File: src/rtl/odi2c_pkg.sv
package odi2c_pkg;

  typedef enum logic [2:0] {
    OP_NONE    = 3'd0,
    OP_RECOVER = 3'd1,
    OP_START   = 3'd2,
    OP_STOP    = 3'd3,
    OP_WRITE   = 3'd4,
    OP_READ    = 3'd5
  } opCode_e;

  typedef enum logic [1:0] {
    SDA_REL  = 2'd0,
    SDA_LOW  = 2'd1,
    SDA_DATA = 2'd2
  } sdaSel_e;

  typedef struct packed {
    logic    loadPhase;
    logic    sclLow;
    sdaSel_e sdaSel;
    logic    loadTx;
    logic    shiftTx;
    logic    sampleRx;
    logic    sampleAck;
    logic    clearErr;
  } ctrlStrobe_t;

endpackage

File: src/rtl/odi2c_ctrl.sv
module odi2c_ctrl
  import odi2c_pkg::*;
#(
  parameter int DATA_W         = 8,
  parameter int RECOVER_PULSES = 10
) (
  input  logic        clk,
  input  logic        rstN,
  input  logic        cmdValid,
  input  logic [2:0]  cmdOp,
  input  logic        phaseEnd,
  input  logic        nackIn,
  output ctrlStrobe_t strobe,
  output logic        busy,
  output opCode_e     activeOp
);

  localparam int BIT_PH  = 2 * DATA_W;
  localparam int RST_PH  = 2 * RECOVER_PULSES;
  localparam int TAIL_PH = BIT_PH + 6;
  localparam int MAX_PH  = (RST_PH > TAIL_PH) ? RST_PH : TAIL_PH;
  localparam int IDX_W   = $clog2(MAX_PH);

  typedef logic [IDX_W-1:0] idx_t;

  localparam idx_t K_ACKLO   = idx_t'(BIT_PH);
  localparam idx_t K_ACKHI   = idx_t'(BIT_PH + 1);
  localparam idx_t K_ACKEND  = idx_t'(BIT_PH + 2);
  localparam idx_t K_SP0     = idx_t'(BIT_PH + 3);
  localparam idx_t K_SP1     = idx_t'(BIT_PH + 4);
  localparam idx_t K_SP2     = idx_t'(BIT_PH + 5);
  localparam idx_t K_RSTLAST = idx_t'(RST_PH - 1);
  localparam idx_t K_TWO     = idx_t'(2);

  opCode_e op;
  idx_t    idx;
  opCode_e reqOp;
  logic    opKnown, accept, stepEnd, curLast, finish, advance;

  // SCL enable wanted during phase k of command op
  function automatic logic fSclLow(opCode_e o, idx_t k);
    case (o)
      OP_RECOVER: return ~k[0];
      OP_START:   return k == K_TWO;
      OP_STOP:    return k == '0;
      OP_WRITE, OP_READ: begin
        if (k < K_ACKLO) return ~k[0];
        return (k == K_ACKLO) || (k == K_ACKEND) || (k == K_SP0);
      end
      default:    return 1'b0;
    endcase
  endfunction

  function automatic sdaSel_e fSda(opCode_e o, idx_t k);
    case (o)
      OP_START: return (k == '0) ? SDA_REL : SDA_LOW;
      OP_STOP:  return (k == K_TWO) ? SDA_REL : SDA_LOW;
      OP_WRITE: begin
        if (k < K_ACKLO) return SDA_DATA;
        return ((k == K_SP0) || (k == K_SP1)) ? SDA_LOW : SDA_REL;
      end
      default:  return SDA_REL;
    endcase
  endfunction

  function automatic logic fLast(opCode_e o, idx_t k, logic nack);
    case (o)
      OP_RECOVER:        return k == K_RSTLAST;
      OP_START, OP_STOP: return k == K_TWO;
      OP_WRITE:          return ((k == K_ACKEND) && !nack) || (k == K_SP2);
      OP_READ:           return k == K_ACKEND;
      default:           return 1'b1;
    endcase
  endfunction

  always_comb begin
    reqOp   = opCode_e'(cmdOp);
    opKnown = (cmdOp >= 3'd1) && (cmdOp <= 3'd5);
    accept  = !busy && cmdValid && opKnown;
    stepEnd = busy && phaseEnd;
    curLast = fLast(op, idx, nackIn);
    finish  = stepEnd && curLast;
    advance = stepEnd && !curLast;

    strobe           = '0;
    strobe.loadPhase = accept || advance;
    strobe.loadTx    = accept;
    strobe.clearErr  = accept;
    if (accept) begin
      strobe.sclLow = fSclLow(reqOp, '0);
      strobe.sdaSel = fSda(reqOp, '0);
    end else begin
      strobe.sclLow = fSclLow(op, idx + 1'b1);
      strobe.sdaSel = fSda(op, idx + 1'b1);
    end
    strobe.shiftTx   = stepEnd && (op == OP_WRITE) && (idx < K_ACKLO) && idx[0];
    strobe.sampleRx  = stepEnd && (op == OP_READ) && (idx < K_ACKLO) && idx[0];
    strobe.sampleAck = stepEnd && (op == OP_WRITE) && (idx == K_ACKHI);
  end

  always_ff @(posedge clk or negedge rstN) begin
    if (!rstN) begin
      busy <= 1'b0;
      op   <= OP_NONE;
      idx  <= '0;
    end else if (accept) begin
      busy <= 1'b1;
      op   <= reqOp;
      idx  <= '0;
    end else if (finish) begin
      busy <= 1'b0;
    end else if (advance) begin
      idx <= idx + 1'b1;
    end
  end

  assign activeOp = op;

  // a running command keeps its code until its last phase ends
  assert_op_hold_R9: assert property (@(posedge clk) disable iff (!rstN)
    (busy && !finish) |=> (busy && $stable(op)));

  // undefined codes never start a command
  assert_unknown_ignored_R10: assert property (@(posedge clk) disable iff (!rstN)
    (!busy && cmdValid && !opKnown) |=> !busy);

endmodule

File: src/rtl/odi2c_dpath.sv
module odi2c_dpath
  import odi2c_pkg::*;
#(
  parameter int DATA_W = 8,
  parameter int DIV_W  = 8
) (
  input  logic              clk,
  input  logic              rstN,
  input  ctrlStrobe_t       strobe,
  input  logic [DATA_W-1:0] txByte,
  input  logic [DIV_W-1:0]  phaseLen,
  input  logic              sdaIn,
  output logic              phaseEnd,
  output logic              sclOe,
  output logic              sdaOe,
  output logic [DATA_W-1:0] rxByte,
  output logic              ackBit,
  output logic              ackErr
);

  localparam int MSB = DATA_W - 1;

  logic [DIV_W-1:0]  timer;
  logic [DATA_W-1:0] txShift, rxShift;
  logic              dataBit, nextSdaOe;

  assign phaseEnd = (timer == '0);

  always_comb begin
    if (strobe.loadTx)       dataBit = txByte[MSB];
    else if (strobe.shiftTx) dataBit = txShift[MSB-1];
    else                     dataBit = txShift[MSB];
    case (strobe.sdaSel)
      SDA_LOW:  nextSdaOe = 1'b1;
      SDA_DATA: nextSdaOe = ~dataBit;
      default:  nextSdaOe = 1'b0;
    endcase
  end

  always_ff @(posedge clk or negedge rstN) begin
    if (!rstN) begin
      timer   <= '0;
      sclOe   <= 1'b0;
      sdaOe   <= 1'b0;
      txShift <= '0;
      rxShift <= '0;
      ackBit  <= 1'b0;
      ackErr  <= 1'b0;
    end else begin
      if (strobe.loadPhase) begin
        timer <= phaseLen;
        sclOe <= strobe.sclLow;
        sdaOe <= nextSdaOe;
      end else if (timer != '0) begin
        timer <= timer - 1'b1;
      end
      if (strobe.loadTx)       txShift <= txByte;
      else if (strobe.shiftTx) txShift <= {txShift[MSB-1:0], 1'b0};
      if (strobe.sampleRx)     rxShift <= {rxShift[MSB-1:0], sdaIn};
      if (strobe.sampleAck) begin
        ackBit <= sdaIn;
        ackErr <= sdaIn;
      end else if (strobe.clearErr) begin
        ackErr <= 1'b0;
      end
    end
  end

  assign rxByte = rxShift;

  // data and acknowledge are only sampled while SCL is released
  assert_sample_high_R7: assert property (@(posedge clk) disable iff (!rstN)
    (strobe.sampleRx || strobe.sampleAck) |-> !sclOe);

  // the controller never moves to a new phase before the timer runs out
  assert_phase_len_R8: assert property (@(posedge clk) disable iff (!rstN)
    !phaseEnd |-> !strobe.loadPhase);

endmodule

File: src/rtl/odi2c_master.sv
module odi2c_master
  import odi2c_pkg::*;
#(
  parameter int DATA_W         = 8,
  parameter int DIV_W          = 8,
  parameter int RECOVER_PULSES = 10
) (
  input  logic              clk,
  input  logic              rstN,
  input  logic              cmdValid,
  input  logic [2:0]        cmdOp,
  input  logic [DATA_W-1:0] txByte,
  input  logic [DIV_W-1:0]  phaseLen,
  input  logic              sdaIn,
  output logic              sclOe,
  output logic              sdaOe,
  output logic              busy,
  output logic [DATA_W-1:0] rxByte,
  output logic              ackBit,
  output logic              ackErr
);

  ctrlStrobe_t strobe;
  logic        phaseEnd;
  opCode_e     activeOp;

  odi2c_ctrl #(
    .DATA_W(DATA_W),
    .RECOVER_PULSES(RECOVER_PULSES)
  ) u_ctrl (
    .clk(clk),
    .rstN(rstN),
    .cmdValid(cmdValid),
    .cmdOp(cmdOp),
    .phaseEnd(phaseEnd),
    .nackIn(ackBit),
    .strobe(strobe),
    .busy(busy),
    .activeOp(activeOp)
  );

  odi2c_dpath #(
    .DATA_W(DATA_W),
    .DIV_W(DIV_W)
  ) u_dpath (
    .clk(clk),
    .rstN(rstN),
    .strobe(strobe),
    .txByte(txByte),
    .phaseLen(phaseLen),
    .sdaIn(sdaIn),
    .phaseEnd(phaseEnd),
    .sclOe(sclOe),
    .sdaOe(sdaOe),
    .rxByte(rxByte),
    .ackBit(ackBit),
    .ackErr(ackErr)
  );

  // recovery never pulls SDA
  assert_recover_sda_R2: assert property (@(posedge clk) disable iff (!rstN)
    (busy && activeOp == OP_RECOVER) |-> !sdaOe);

  // write data holds steady across an SCL-high stretch
  assert_sda_steady_R5: assert property (@(posedge clk) disable iff (!rstN)
    (busy && $past(busy) && activeOp == OP_WRITE && !ackErr && !sclOe && !$past(sclOe))
      |-> $stable(sdaOe));

  // a refused write leaves the bus free
  assert_nack_release_R6: assert property (@(posedge clk) disable iff (!rstN)
    ($fell(busy) && ackErr) |-> (!sclOe && !sdaOe));

  // busy only starts in answer to a request
  assert_busy_accept_R9: assert property (@(posedge clk) disable iff (!rstN)
    $rose(busy) |-> $past(cmdValid));

endmodule

File: config.mk
export PLATFORM = sky130hd
export DESIGN_NAME = odi2c_master
export DESIGN_NICKNAME = d
export VERILOG_FILES = /design/src/rtl/odi2c_pkg.sv /design/src/rtl/odi2c_ctrl.sv /design/src/rtl/odi2c_dpath.sv /design/src/rtl/odi2c_master.sv
export SDC_FILE = /design/constraint.sdc
export NUM_CORES = 1
export LEC_CHECK = 0
export BUFFER_PORTS_ARGS = -buffer_cell sky130_fd_sc_hd__buf_4
export CORE_ASPECT_RATIO = 2
export CORE_MARGIN = 2
export CORE_UTILIZATION = 57
export DETAILED_ROUTE_END_ITERATION = 16
export PLACE_DENSITY = 0.8
export SYNTH_ARGS = -nofsm -noshare
export SYNTH_HDL_FRONTEND = slang
export SYNTH_SLANG_ARGS = --single-unit
File: constraint.sdc
create_clock -name clk -period 3.85 [get_ports clk]
set_input_delay 0.1925 -clock clk [delete_from_list [all_inputs] [get_ports clk]]
set_output_delay 0.1925 -clock clk [all_outputs]
set_load 0.1 [all_outputs]
---- Word level (Yosys, flattened, before mapping) ----
Cells that the tools add are included.
word-level totals
  register bits ........................... 37
  input port bits ......................... 23
operators by class
  add/subtract/negate cells ............... 2
  order comparisons ....................... 4
  equal/unequal tests ..................... 22
  muxes and demuxes ....................... 38
  bitwise gates (word level) .............. 2
  reduce and logical (&&, ||, !) cells .... 35
operators by type and width
  operator                                             number
  == test 5 bit, second input constant                 8
  two-way mux 8 bit                                    4
  two-way mux 1 bit                                    21
  two-way mux 5 bit                                    3
  logical AND 1 bit                                    14
  == test 3 bit, second input constant                 4
  == test 5 x 2 -> 1 bit, second input constant        2
  less-than comparator 5 bit, second input constant    2
  nonzero test 2 bit                                   5
  == test 3 x 2 -> 1 bit, second input constant        3
  zero test 8 bit                                      1
  one-hot mux 1 bit (4 select lines)                   2
  nonzero test 8 bit                                   1
  OR reduction 2 bit                                   4
  subtractor 8 x 1 -> 8 bit, second input constant     1
  == test 3 x 1 -> 1 bit, second input constant        2
  two-way mux 2 bit                                    3
  one-hot mux 2 bit (3 select lines)                   1
  adder 5 x 1 -> 5 bit, second input constant          1
  zero test 5 bit                                      1
  logical OR 1 bit                                     5
  one-hot mux 1 bit (2 select lines)                   2
  one-hot mux 2 bit (2 select lines)                   1
  >= comparator 3 x 1 -> 1 bit, second input constant  1
  8 further kinds                                      11

---- Logic depth before layout (Yosys ltp) ----
Gate-level depths: netlist of run 1.
  depth after elaboration ................. 10
  gate-level depth with buffers ........... 11
  mapped depth without buffers ............ 10

---- Modules after synthesis ----
Synthesis of run 1 repeated with hierarchy kept, for this count alone.
unflattened totals
  cells, all modules ...................... 248
  area total of the unflattened synthesis .. 2392.3 um^2
modules (own cells, without submodules)
  module       instances  cells an instance  area each (um^2)  seq. area each (um^2)
  odi2c_dpath  1          120                1352.5            700.7
  odi2c_ctrl   1          128                1039.7            225.2

---- Worst setup path after synthesis of run 1 ----
No wires, ideal clock.
  kind .................................... register to register
  start ................................... reg u_ctrl.busy
  end ..................................... reg u_dpath.sdaOe
  setup time .............................. 95 ps
  data arrival time ....................... 2366 ps
  setup slack ............................. 1388 ps
  cell stages (with the launch flop) ...... 8
  clock period less this slack ............ 2462 ps
  path through ............................ dfrtp_1 nand2b_1 nor2_1 o31ai_1 o2111ai_1 o311a_1 ha_1 o31ai_1
on the way
  word-level cells in the longest chain between the ends .. 8
  elaborated cells on any way between the ends .. 16
  classes of those cells .................. eq/ne (2); mux (4); bitwise (1); reduce/logical (9)
ends and longest elaborated chain
  item                                line               RTL
  start, declared                     odi2c_ctrl.sv:14   output logic busy,
  start signal, assigned              odi2c_ctrl.sv:103  busy <= 1'b0;
  start signal, assigned              odi2c_ctrl.sv:107  busy <= 1'b1;
  start signal, assigned              odi2c_ctrl.sv:111  busy <= 1'b0;
  logical AND 1 bit                   odi2c_ctrl.sv:80   stepEnd = busy && phaseEnd;
  logical AND 1 bit (3 in a row)      odi2c_ctrl.sv:96   strobe.shiftTx = stepEnd && (op == OP_WRITE) && (idx < K_ACKLO) && idx[0];
  two-way mux 1 bit                   odi2c_dpath.sv:31  else if (strobe.shiftTx) dataBit = txShift[MSB-1];
  two-way mux 1 bit                   odi2c_dpath.sv:30  if (strobe.loadTx) dataBit = txByte[MSB];
  NOT 1 bit                           odi2c_dpath.sv:35  SDA_DATA: nextSdaOe = ~dataBit;
  one-hot mux 1 bit (2 select lines)  odi2c_dpath.sv:33  case (strobe.sdaSel)
  end signal, assigned                odi2c_dpath.sv:53  sdaOe <= nextSdaOe;
  end, declared                       odi2c_dpath.sv:15  output logic sdaOe,
Parallel ways exist; a longest one is shown, timed or not.
A chain may end at the register's enable or synchronous reset.

---- Worst setup path in the final report of run 1 ----
  start ................................... reg u_ctrl.idx[0]
  end ..................................... reg u_dpath.sdaOe
on the way
  word-level cells in the longest chain between the ends .. 10
  elaborated cells on any way between the ends .. 35
  classes of those cells .................. add/sub (1); order compare (2); eq/ne (9); mux (13); bitwise (1); reduce/logical (9)
ends and longest elaborated chain
  item                                                     line               RTL
  start, declared                                          odi2c_ctrl.sv:36   idx_t idx;
  start signal, assigned                                   odi2c_ctrl.sv:113  idx <= idx + 1'b1;
  adder 5 x 1 -> 5 bit                                     odi2c_ctrl.sv:94   strobe.sdaSel = fSda(op, idx + 1'b1);
  less-than comparator 5 bit                               odi2c_ctrl.sv:59   if (k < K_ACKLO) return SDA_DATA;
  two-way mux 1 bit                                        odi2c_ctrl.sv:59
  two-way mux 1 bit                                        odi2c_ctrl.sv:55   case (o)
  two-way mux 1 bit                                        odi2c_ctrl.sv:89   if (accept) begin
  two-way mux 2 bit                                        odi2c_ctrl.sv:60   return ((k == K_SP0) || (k == K_SP1)) ? SDA_LOW : SDA_REL;
  one-hot mux 2 bit (3 select lines)                       odi2c_ctrl.sv:55
  two-way mux 3 bit                                        odi2c_ctrl.sv:89
  == test 2 bit or == test 2 x 1 -> 1 bit (tied branches)  odi2c_dpath.sv:33
  one-hot mux 1 bit (2 select lines)                       odi2c_dpath.sv:33
Parallel ways exist; a longest one is shown, timed or not. The select of a mux whose other input is x is not followed.

==> reports/metrics.yaml, run 1 <==
run_status:
  status: "finished, final reports clean"
min_path:
  hold_start: "txByte[0]"
  hp-class: "in -> reg"
  holdPathEnd: "u_dpath.txShift[0]"
  holdPathStages: 3
pwr:
  peakVddDrop_uv: 459.7
  power.total_mw: 1.784
  power_density_nw_per_um2: 670.2
  leakage_nw: 1.189
layout:
  nNetsFinal: 301
  multi_input_area_um2: 1231
  nFillCells: 337
  layout-area-overhead-vs-synth_pct: 17.19
  drive_above_1_share: 0.2463
  layout_common_cells: "buf_4 (37), dfrtp_1 (37), nor2_1 (26), nand2_1 (23)"
  design_area_um2: 2661
  antenna_cells: 0
  seq_area_um2: 925.9
logic_synthesis:
  synth_warnings: 0
  ys_seq_area_frac: 0.4077
  synth_area_leader_cell: "dfrtp_1"
  syn_inst: 239
  syn_avg_cell_area_um2: 9.502
  synth_seq_cells: 37
  synth.area.top_cells: "dfrtp_1 (41%), mux2_2 (5.5%), nor2_1 (4.3%)"
  synthesis.area_um2: 2271
  async_flop_share: 1.000
  syn_nets: 269
  synth_edf_count: 0
  synth-main-ff-cell: "dfrtp_1"
  synth_top_area_share: 0.4077
  ys_types: 56
detailed_routing:
  ant_nets: 0
  via_per_inst: 6.034
  num_vias: 1949
  drt-wirelength-per-cell_um: 16.20
  drtIter0Drc: 44
  routed_wirelength_mm: 5.234
  drt_first_pass_iters: 4
  drcViolationCount: 0
worst_setup_path:
  cp.arrival_ns: 2.81
  cp-end-kind: "flip-flop"
  r2r_end: "u_dpath.sdaOe"
  worstPathMaxFanout: 8
  reg2reg_from: "u_ctrl.idx[0]"
  startpoint_type: "flip-flop"
  reg2reg_slack_ns: 1.19
  path_class: "reg -> reg"
  cpPeakStageDelay_ns: 0.48
  reg2reg_depth: 9
  crit_top_cell: "ha_1"
  required_ns: 4.00
  path_cells: "ha_1 > xor2_1 > mux2_2 > a32o_1 > o2111ai_1 > o311ai_0 > ha_1 > a31oi_1 > o31ai_1"
  slowest_stage: "dfrtp_1"
die:
  die_area_um2: 4535
  fp.dieW_um: 48.63
  die_h_um: 93.27
  start_util: 0.5908
  io_pins: 36
  fp.coreArea_um2: 3844
  placementRows: 32
grt:
  grt_pass1_vias: 1909
  overflow: 0
  grt_first_pass_wirelength_mm: 8.562
  track_usage: 0.2456
  antenna_found_initial: 0
  grt_max_degree: 38
place:
  place_area_um2: 2540
  io_buffer_count: 35
  gp_congestion: 0.9066
  place.detailed.hpwl_mm: 3.851
clock_tree:
  clk_pin_slew_ns: 0.08
  cts_buffer_depth: 2
  clk_latency_ns: 0.30
  numCtsBuffers: 5
  clkSinkCount: 37
  h-tree-depth: 2
  cts-root-buf: "clkbuf_8"
  cts_tree: "built"
timing:
  clock_skew_ns: 0.01045
  slew_violations: 0
  tns_ns: 0
  fin_crit_sh: 0.6912
  hold_viol: 0
  tightest_slew_ns: 0.6583
  setup_viol: 0
  grt_setup_unrepaired: "no"
  fin_crit_ns: 2.661
  slew-limit-headroom: 0.5612
  max_freq_mhz: 375.8
run:
  drv_cap: 0
-- power by group --
part | switching, mW | internal, mW
combinational | 0.456 | 0.289
clock | 0.145 | 0.195
sequential | 0.181 | 0.518
-- state kept, by name, indices dropped and copies added (netlist names) --
name / cells
u_dpath.ackErr: 1
u_ctrl.idx: 5
u_dpath.sdaOe: 1
u_ctrl.busy: 1
u_dpath.ackBit: 1
u_dpath.txShift: 8
u_dpath.sclOe: 1
u_dpath.rxByte: 8
u_dpath.timer: 8
u_ctrl.activeOp: 3
-- routing by layer --
metal	share of wire	wire (um)	global-route usage	vias up
met5	0	0	0	-
met4	0.045	233	0.1500	0
met3	0.029	150	0.03514	20
met2	0.56	2949	0.4532	56
met1	0.36	1900	0.2553	945
li1	-	-	-	928
-- synthesized netlist by cell type, types with 3 or more instances --
cell       n
a21oi_1    9
a22oi_1    5
a31oi_1    4
buf_2      7
clkbuf_1   3
dfrtp_1   37
ha_1       7
inv_1     11
mux2_2    11
mux2i_1    3
nand2_1   23
nand2b_1   3
nand3_1    8
nor2_1    26
nor3_1     8
o21ai_0   10
o22ai_1    3
o31ai_1    5
or3_1      3
xnor2_1    3
xor2_1     7
-- timing repair --
action,in CTS,in global routing
hold buffers,1,0
setup buffers,0,0
endpoints found under the hold margin,37,0
gates resized for setup,0,0
-- area by class of cell --
class / instances / share of cell area
Inverter: 11 / 0.01551
Timing Repair Buffer: 38 / 0.1081
Multi-Input combinational cell: 178 / 0.4626
Sequential cell: 37 / 0.3479
Clock inverter: 2 / 0.01457
Tap cell: 51 / 0.02398
Clock buffer: 6 / 0.02727
-- cells by family after synthesis --
family,count (synthesis),share of synthesized area
compound gates,55,0.1780
flops,37,0.4077
xor+xnor,10,0.03857
mux,14,0.06777
fa+ha+maj,7,0.03857
buf+inv,24,0.05013
simple gates,92,0.2193
-- worst max-delay path, delay by kind of cell, from the launching register on --
| kind | cells | cell delay [ns] |
|---|---|---|
| xor+xnor | 1 | 0.24 |
| flops | 1 | 0.48 |
| compound gates | 5 | 0.84 |
| mux | 1 | 0.37 |
| fa+ha+maj | 2 | 0.58 |
-- worst max path at each step --
stage                             endpoint          start  slack, ns
after floorplan              u_dpath.sdaOe    u_ctrl.busy       1.39
after global placement    u_dpath.timer[0]  u_ctrl.idx[0]       1.38
after detailed placement     u_dpath.sdaOe  u_ctrl.idx[0]       1.31
after CTS                    u_dpath.sdaOe  u_ctrl.idx[0]       1.22
after global routing         u_dpath.sdaOe  u_ctrl.idx[1]       1.09
final                        u_dpath.sdaOe  u_ctrl.idx[0]       1.19
-- metrics by stage --
step / hold slack (ns) / utilization / cells / worst slack, ns
6_report: 0.09396 / 0.6924 / 323 / 1.189
5_1_grt: 0.1023 / 0.6924 / 323 / 1.092
2_1_floorplan: -0.1031 / - / 239 / 1.388
4_1_cts: 0.09757 / 0.6924 / 323 / 1.221
3_5_place_dp: 0.1821 / 0.6608 / 314 / 1.310
3_3_place_gp: 0.1785 / 0.6608 / 314 / 1.379
No activity file was read; power rests on OpenSTA's default activity.
==> inputs of run 2 (changes only) <==
--- a/config.mk
+++ b/config.mk
@@ -8,9 +8,9 @@
 export BUFFER_PORTS_ARGS = -buffer_cell sky130_fd_sc_hd__buf_4
 export CORE_ASPECT_RATIO = 2
 export CORE_MARGIN = 2
-export CORE_UTILIZATION = 57
+export CORE_UTILIZATION = 56
 export DETAILED_ROUTE_END_ITERATION = 16
-export PLACE_DENSITY = 0.8
+export PLACE_DENSITY = 0.79
 export SYNTH_ARGS = -nofsm -noshare
 export SYNTH_HDL_FRONTEND = slang
 export SYNTH_SLANG_ARGS = --single-unit
==> constraint.sdc (replaced) <==
create_clock -name clk -period 2.6 [get_ports clk]
set_input_delay 0.13 -clock clk [delete_from_list [all_inputs] [get_ports clk]]
set_output_delay 0.13 -clock clk [all_outputs]
set_load 0.1 [all_outputs]
==> run 2 against run 1 <==
  * Routed wire length down 1.1%
  * Sequential share of layout area fell by 0.52 points
  * Count of clock-buffer cells in the layout decreased by 1
  * Die area is 1.7% higher
  * Sequential cell count unchanged
  * Combinational power grew 49%
  * Critical endpoint unchanged
  * Largest power group unchanged
==> reports/metrics.yaml, run 2 (same netlist as run 1, synthesis figures left out) <==
run_status:
  status: "finished, final reports clean"
timing:
  clock_skew_ns: 0.005841
  setup_viol: 0
  tightest_slew_ns: 0.4772
  slew-limit-headroom: 0.6807
  fin_crit_sh: 0.9310
  hold_viol: 0
  grt_setup_unrepaired: "no"
  fin_crit_ns: 2.421
  slew_violations: 0
  max_freq_mhz: 413.1
  tns_ns: 0
  fin_ws_ns: 0.1795
  whs_ns: 0.04237
pwr:
  power.total_mw: 2.634
  pwr-share-comb: 0.423
  leakage_nw: 1.213
  power_density_nw_per_um2: 973.8
  switching_share: 0.4322
  p_int_mw: 1.496
  pwr-share-seq: 0.395
  power.switching_mw: 1.139
  clkPwrFrac: 0.182
  peakVddDrop_uv: 653.9
worst_setup_path:
  cpPeakStageDelay_ns: 0.49
  slowest_stage: "dfrtp_1"
  required_ns: 2.77
  path_class: "reg -> reg"
  cp.arrival_ns: 2.59
  cp-end-kind: "flip-flop"
  startpoint_type: "flip-flop"
  worstPathMaxFanout: 7
  crit_path_start: "u_ctrl.idx[1]"
  reg2reg_from: "u_ctrl.idx[1]"
  path_cells: "ha_4 > xor2_1 > mux2_2 > a32o_1 > o2111ai_1 > o311ai_0 > ha_1 > a31oi_1 > o31ai_1"
layout:
  nNetsFinal: 306
  layout.cells.non_filler: 327
  drive_above_1_share: 0.2681
  layout_common_cells: "buf_4 (42), dfrtp_1 (36), nor2_1 (26), nand2_1 (23)"
  final_common_cell: "buf_4"
  nFillCells: 336
  design_area_um2: 2705
  antenna_cells: 0
  utilization: 0.6965
  layout-area-overhead-vs-synth_pct: 19.12
place:
  post-place-ws_ns: 0.1158
  place.detailed.hpwl_mm: 3.892
  place_inst: 319
  gp_congestion: 0.9078
  io_buffer_count: 35
  place_area_um2: 2577
grt:
  grt_max_degree: 38
  antenna_found_initial: 0
  grt_first_pass_wirelength_mm: 8.714
  grt_use_met2: 0.4703
  grt.busiest_layer: "met2"
  grt_pass1_vias: 1933
  overflow: 0
  met1_usage: 0.2537
  use_met3: 0.03822
  track_usage: 0.2493
clock_tree:
  clk_pin_slew_ns: 0.07
  h-tree-depth: 2
  cts_tree: "built"
  cts-root-buf: "clkbuf_8"
  cts_buffer_depth: 2
  clk_latency_ns: 0.29
  clkSinkCount: 37
  numCtsBuffers: 5
die:
  io_pins: 36
  die_h_um: 94.06
  die_area_um2: 4612
  fp.coreArea_um2: 3884
  placementRows: 32
  start_util: 0.5847
  fp.dieW_um: 49.03
detailed_routing:
  drt_first_pass_iters: 4
  drcViolationCount: 0
  routed_wirelength_mm: 5.178
  num_vias: 1889
  ant_nets: 0
  drtIter0Drc: 52
  drt-wirelength-per-cell_um: 15.83
  via_per_inst: 5.777
run:
  drv_cap: 0
min_path:
  hold_start: "phaseLen[2]"
  hp-class: "in -> reg"
## run 2: power groups by stage
stage | Clock [mW] | Sequential [mW] | Combinational [mW]
finish | 0.480 | 1.04 | 1.11
floorplan | 0 | 1.06 | 0.799
global route | 0.510 | 1.07 | 1.24
CTS | 0.487 | 1.03 | 1.10
global placement | 0 | 1.02 | 1.08
detailed placement | 0 | 1.03 | 1.09
## run 2: final timing paths
check / to / slack (ns) / depth (start not counted)
worst min-delay path: u_dpath.timer[2] / 0.04 / 2
max in group asynchronous: u_ctrl.idx[0] / 1.91 / 2
worst min register to register: u_dpath.txShift[4] / 0.48 / 2
worst max register to register: u_dpath.sdaOe / 0.18 / 9
min in group asynchronous: u_dpath.rxByte[0] / 0.34 / 2
worst max-delay path: u_dpath.sdaOe / 0.18 / 9
## run 2: final cells by class
class | instances | area, um^2 | share of cell area
Multi-Input combinational cell | 178 | 1244 | 0.4598
Inverter | 11 | 41.29 | 0.01526
Timing Repair Buffer | 43 | 325.3 | 0.1203
Sequential cell | 37 | 927.1 | 0.3427
Clock buffer | 5 | 68.82 | 0.02544
Tap cell | 51 | 63.81 | 0.02359
Clock inverter | 2 | 35.03 | 0.01295
## run 2: worst max-delay path: cells and delay by family, from the launching register on
kind            cells  cell delay [ns]
mux                 1             0.35
xor+xnor            1             0.21
flops               1             0.49
compound gates      5             0.78
fa+ha+maj           2             0.46
## run 2: metal layers
layer / routed length, um / vias up
li1: - / 934
met1: 1920 / 906
met2: 2987 / 37
met3: 112 / 12
met4: 159 / 0
met5: 0 / -
## run 2: repair_timing
item,CTS,global route
setup endpoints to repair,0,1
hold endpoints to repair,37,0
setup buffers,0,0
gates resized for setup,0,3
hold buffers,1,0
==> inputs of run 3 (changes only) <==
--- a/config.mk
+++ b/config.mk
@@ -6,11 +6,13 @@
 export NUM_CORES = 1
 export LEC_CHECK = 0
 export BUFFER_PORTS_ARGS = -buffer_cell sky130_fd_sc_hd__buf_4
+export CELL_PAD_IN_SITES_DETAIL_PLACEMENT = 0
+export CELL_PAD_IN_SITES_GLOBAL_PLACEMENT = 2
 export CORE_ASPECT_RATIO = 2
 export CORE_MARGIN = 2
-export CORE_UTILIZATION = 56
+export CORE_UTILIZATION = 35
 export DETAILED_ROUTE_END_ITERATION = 16
-export PLACE_DENSITY = 0.79
+export PLACE_DENSITY_LB_ADDON = 0.1
 export SYNTH_ARGS = -nofsm -noshare
 export SYNTH_HDL_FRONTEND = slang
 export SYNTH_SLANG_ARGS = --single-unit
==> run 3 against run 2 <==
  * Count of clock-buffer cells in the layout unchanged
  * Critical endpoint is now u_dpath.timer[0]
  * Core utilization decreased by 24 points
  * Sequential cell count unchanged
  * Die area increased by 56%
  * Sequential share of layout area decreased by 1.9 points
  * Setup slack improved by 0.025 ns
  * Hold slack improved by 0.0018 ns
  * Maximum frequency increased by 1.1%
  * Routed wire length increased by 10%
==> reports/metrics.yaml, run 3 (same netlist as run 1, synthesis figures left out) <==
place:
  io_buffer_count: 35
  place_inst: 361
  place_area_um2: 2674
  place.detailed.hpwl_mm: 4.432
  post-place-ws_ns: 0.1890
  gp_congestion: 0.8364
worst_setup_path:
  startpoint_type: "flip-flop"
  cp.arrival_ns: 2.56
  required_ns: 2.77
  cp-end-kind: "flip-flop"
  path_class: "reg -> reg"
  reg2reg_slack_ns: 0.20
  worstPathMaxFanout: 11
  r2r_end: "u_dpath.timer[0]"
  reg2reg_from: "u_ctrl.idx[0]"
  reg2reg_depth: 9
timing:
  clock_skew_ns: 0.007267
  max_freq_mhz: 417.5
  fin_crit_sh: 0.9213
  fin_crit_ns: 2.395
  tightest_slew_ns: 0.4954
  setup_viol: 0
  hold_viol: 0
  grt_setup_unrepaired: "no"
  tns_ns: 0
  slew-limit-headroom: 0.6685
  slew_violations: 0
  fin_ws_ns: 0.2047
detailed_routing:
  ant_nets: 0
  drcViolationCount: 0
  drt_first_pass_iters: 4
  drtIter0Drc: 80
  routed_wirelength_mm: 5.714
  num_vias: 1915
  drt-wirelength-per-cell_um: 15.44
  via_per_inst: 5.176
min_path:
  hp-class: "in -> reg"
  holdPathEnd: "u_dpath.timer[2]"
  holdPathStages: 2
  hold_start: "phaseLen[2]"
layout:
  layout.cells.non_filler: 370
  layout_common_cells: "buf_4 (49), dfrtp_1 (37), nor2_1 (26), nand2_1 (23)"
  layout-area-overhead-vs-synth_pct: 25.84
  nNetsFinal: 313
  antenna_cells: 0
  design_area_um2: 2858
  final_common_cell: "buf_4"
  nFillCells: 658
  drive_above_1_share: 0.2852
clock_tree:
  cts_setup_buffers: 0
  clk_pin_slew_ns: 0.06
  cts_buffer_depth: 2
  cts_tree: "built"
  cts-root-buf: "clkbuf_16"
  clk_latency_ns: 0.29
  numCtsBuffers: 5
  clkSinkCount: 37
  h-tree-depth: 2
grt:
  grt_max_degree: 38
  grt_pass1_vias: 1971
  track_usage: 0.1799
  antenna_found_initial: 0
  overflow: 0
  grt_first_pass_wirelength_mm: 9.618
die:
  fp.coreArea_um2: 6310
  placementRows: 41
  die_h_um: 117.9
  fp.dieW_um: 60.96
  start_util: 0.3599
  die_area_um2: 7188
  io_pins: 36
run_status:
  status: "finished, final reports clean"
pwr:
  leakage_nw: 1.272
  peakVddDrop_uv: 482.7
  power_density_nw_per_um2: 1023
run:
  drv_cap: 0
[run 3: timing repair]
item | CTS | global route
resized for setup | 0 | 1
endpoints found under the setup margin | 0 | 1
hold buffers | 1 | 0
hold endpoints to repair | 37 | 0
[run 3: how the worst max path moves through the flow]
| stage | start | to | slack (ns) | depth (start not counted) |
|---|---|---|---|---|
| 6_report | u_ctrl.idx[0] | u_dpath.timer[0] | 0.20 | 9 |
| 5_1_grt | u_ctrl.idx[1] | u_dpath.sdaOe | 0.04 | 9 |
| 4_1_cts | u_ctrl.idx[1] | u_dpath.sdaOe | 0.14 | 8 |
| 3_5_place_dp | u_ctrl.idx[1] | u_dpath.sdaOe | 0.19 | 9 |
| 3_3_place_gp | u_ctrl.idx[0] | u_dpath.timer[0] | 0.22 | 9 |
| 2_1_floorplan | u_ctrl.busy | u_dpath.sdaOe | 0.14 | 7 |
[run 3: final cells by class]
| cell class | count | area [um^2] | share of cell area |
|---|---|---|---|
| flip-flops and latches | 37 | 925.9 | 0.3240 |
| multi-input cells | 178 | 1234 | 0.4317 |
| inverters | 11 | 41.29 | 0.01445 |
| clock inverters | 3 | 46.29 | 0.01620 |
| well taps | 86 | 107.6 | 0.03765 |
| repair buffers | 50 | 377.9 | 0.1322 |
| clock buffers | 5 | 125.1 | 0.04378 |
[run 3: metal layers]
| metal | GRT usage | up-vias | part of all wire |
|---|---|---|---|
| met2 | 0.3152 | 30 | 0.58 |
| li1 | - | 949 | - |
| met5 | 0 | - | 0 |
| met4 | 0.08424 | 0 | 0.032 |
| met3 | 0.02967 | 9 | 0.022 |
| met1 | 0.1989 | 927 | 0.37 |
[run 3: power by group]
group          total (mW)  internal (mW)  switching, mW
sequential          0.973          0.769          0.204
clock               0.699          0.454          0.246
combinational        1.25          0.512          0.740
[run 3: critical path: stages, from the launching register on]
cell	delay (ns)
dfrtp_1	0.38
buf_4	0.16
inv_1	0.07
ha_1	0.25
nand4_1	0.11
o31ai_1	0.26
a221oi_2	0.06
buf_4	0.19
a21oi_2	0.41
mux2_2	0.38
[run 3: through the flow]
stage	total power, mW	hold slack [ns]	utilization
after floorplan	1.859	-0.1656	-
after global placement	2.239	0.1344	0.4238
after detailed placement	2.242	0.1281	0.4238
after CTS	2.962	0.04242	0.4525
after global routing	3.128	0.05025	0.4529
final	2.923	0.04416	0.4529
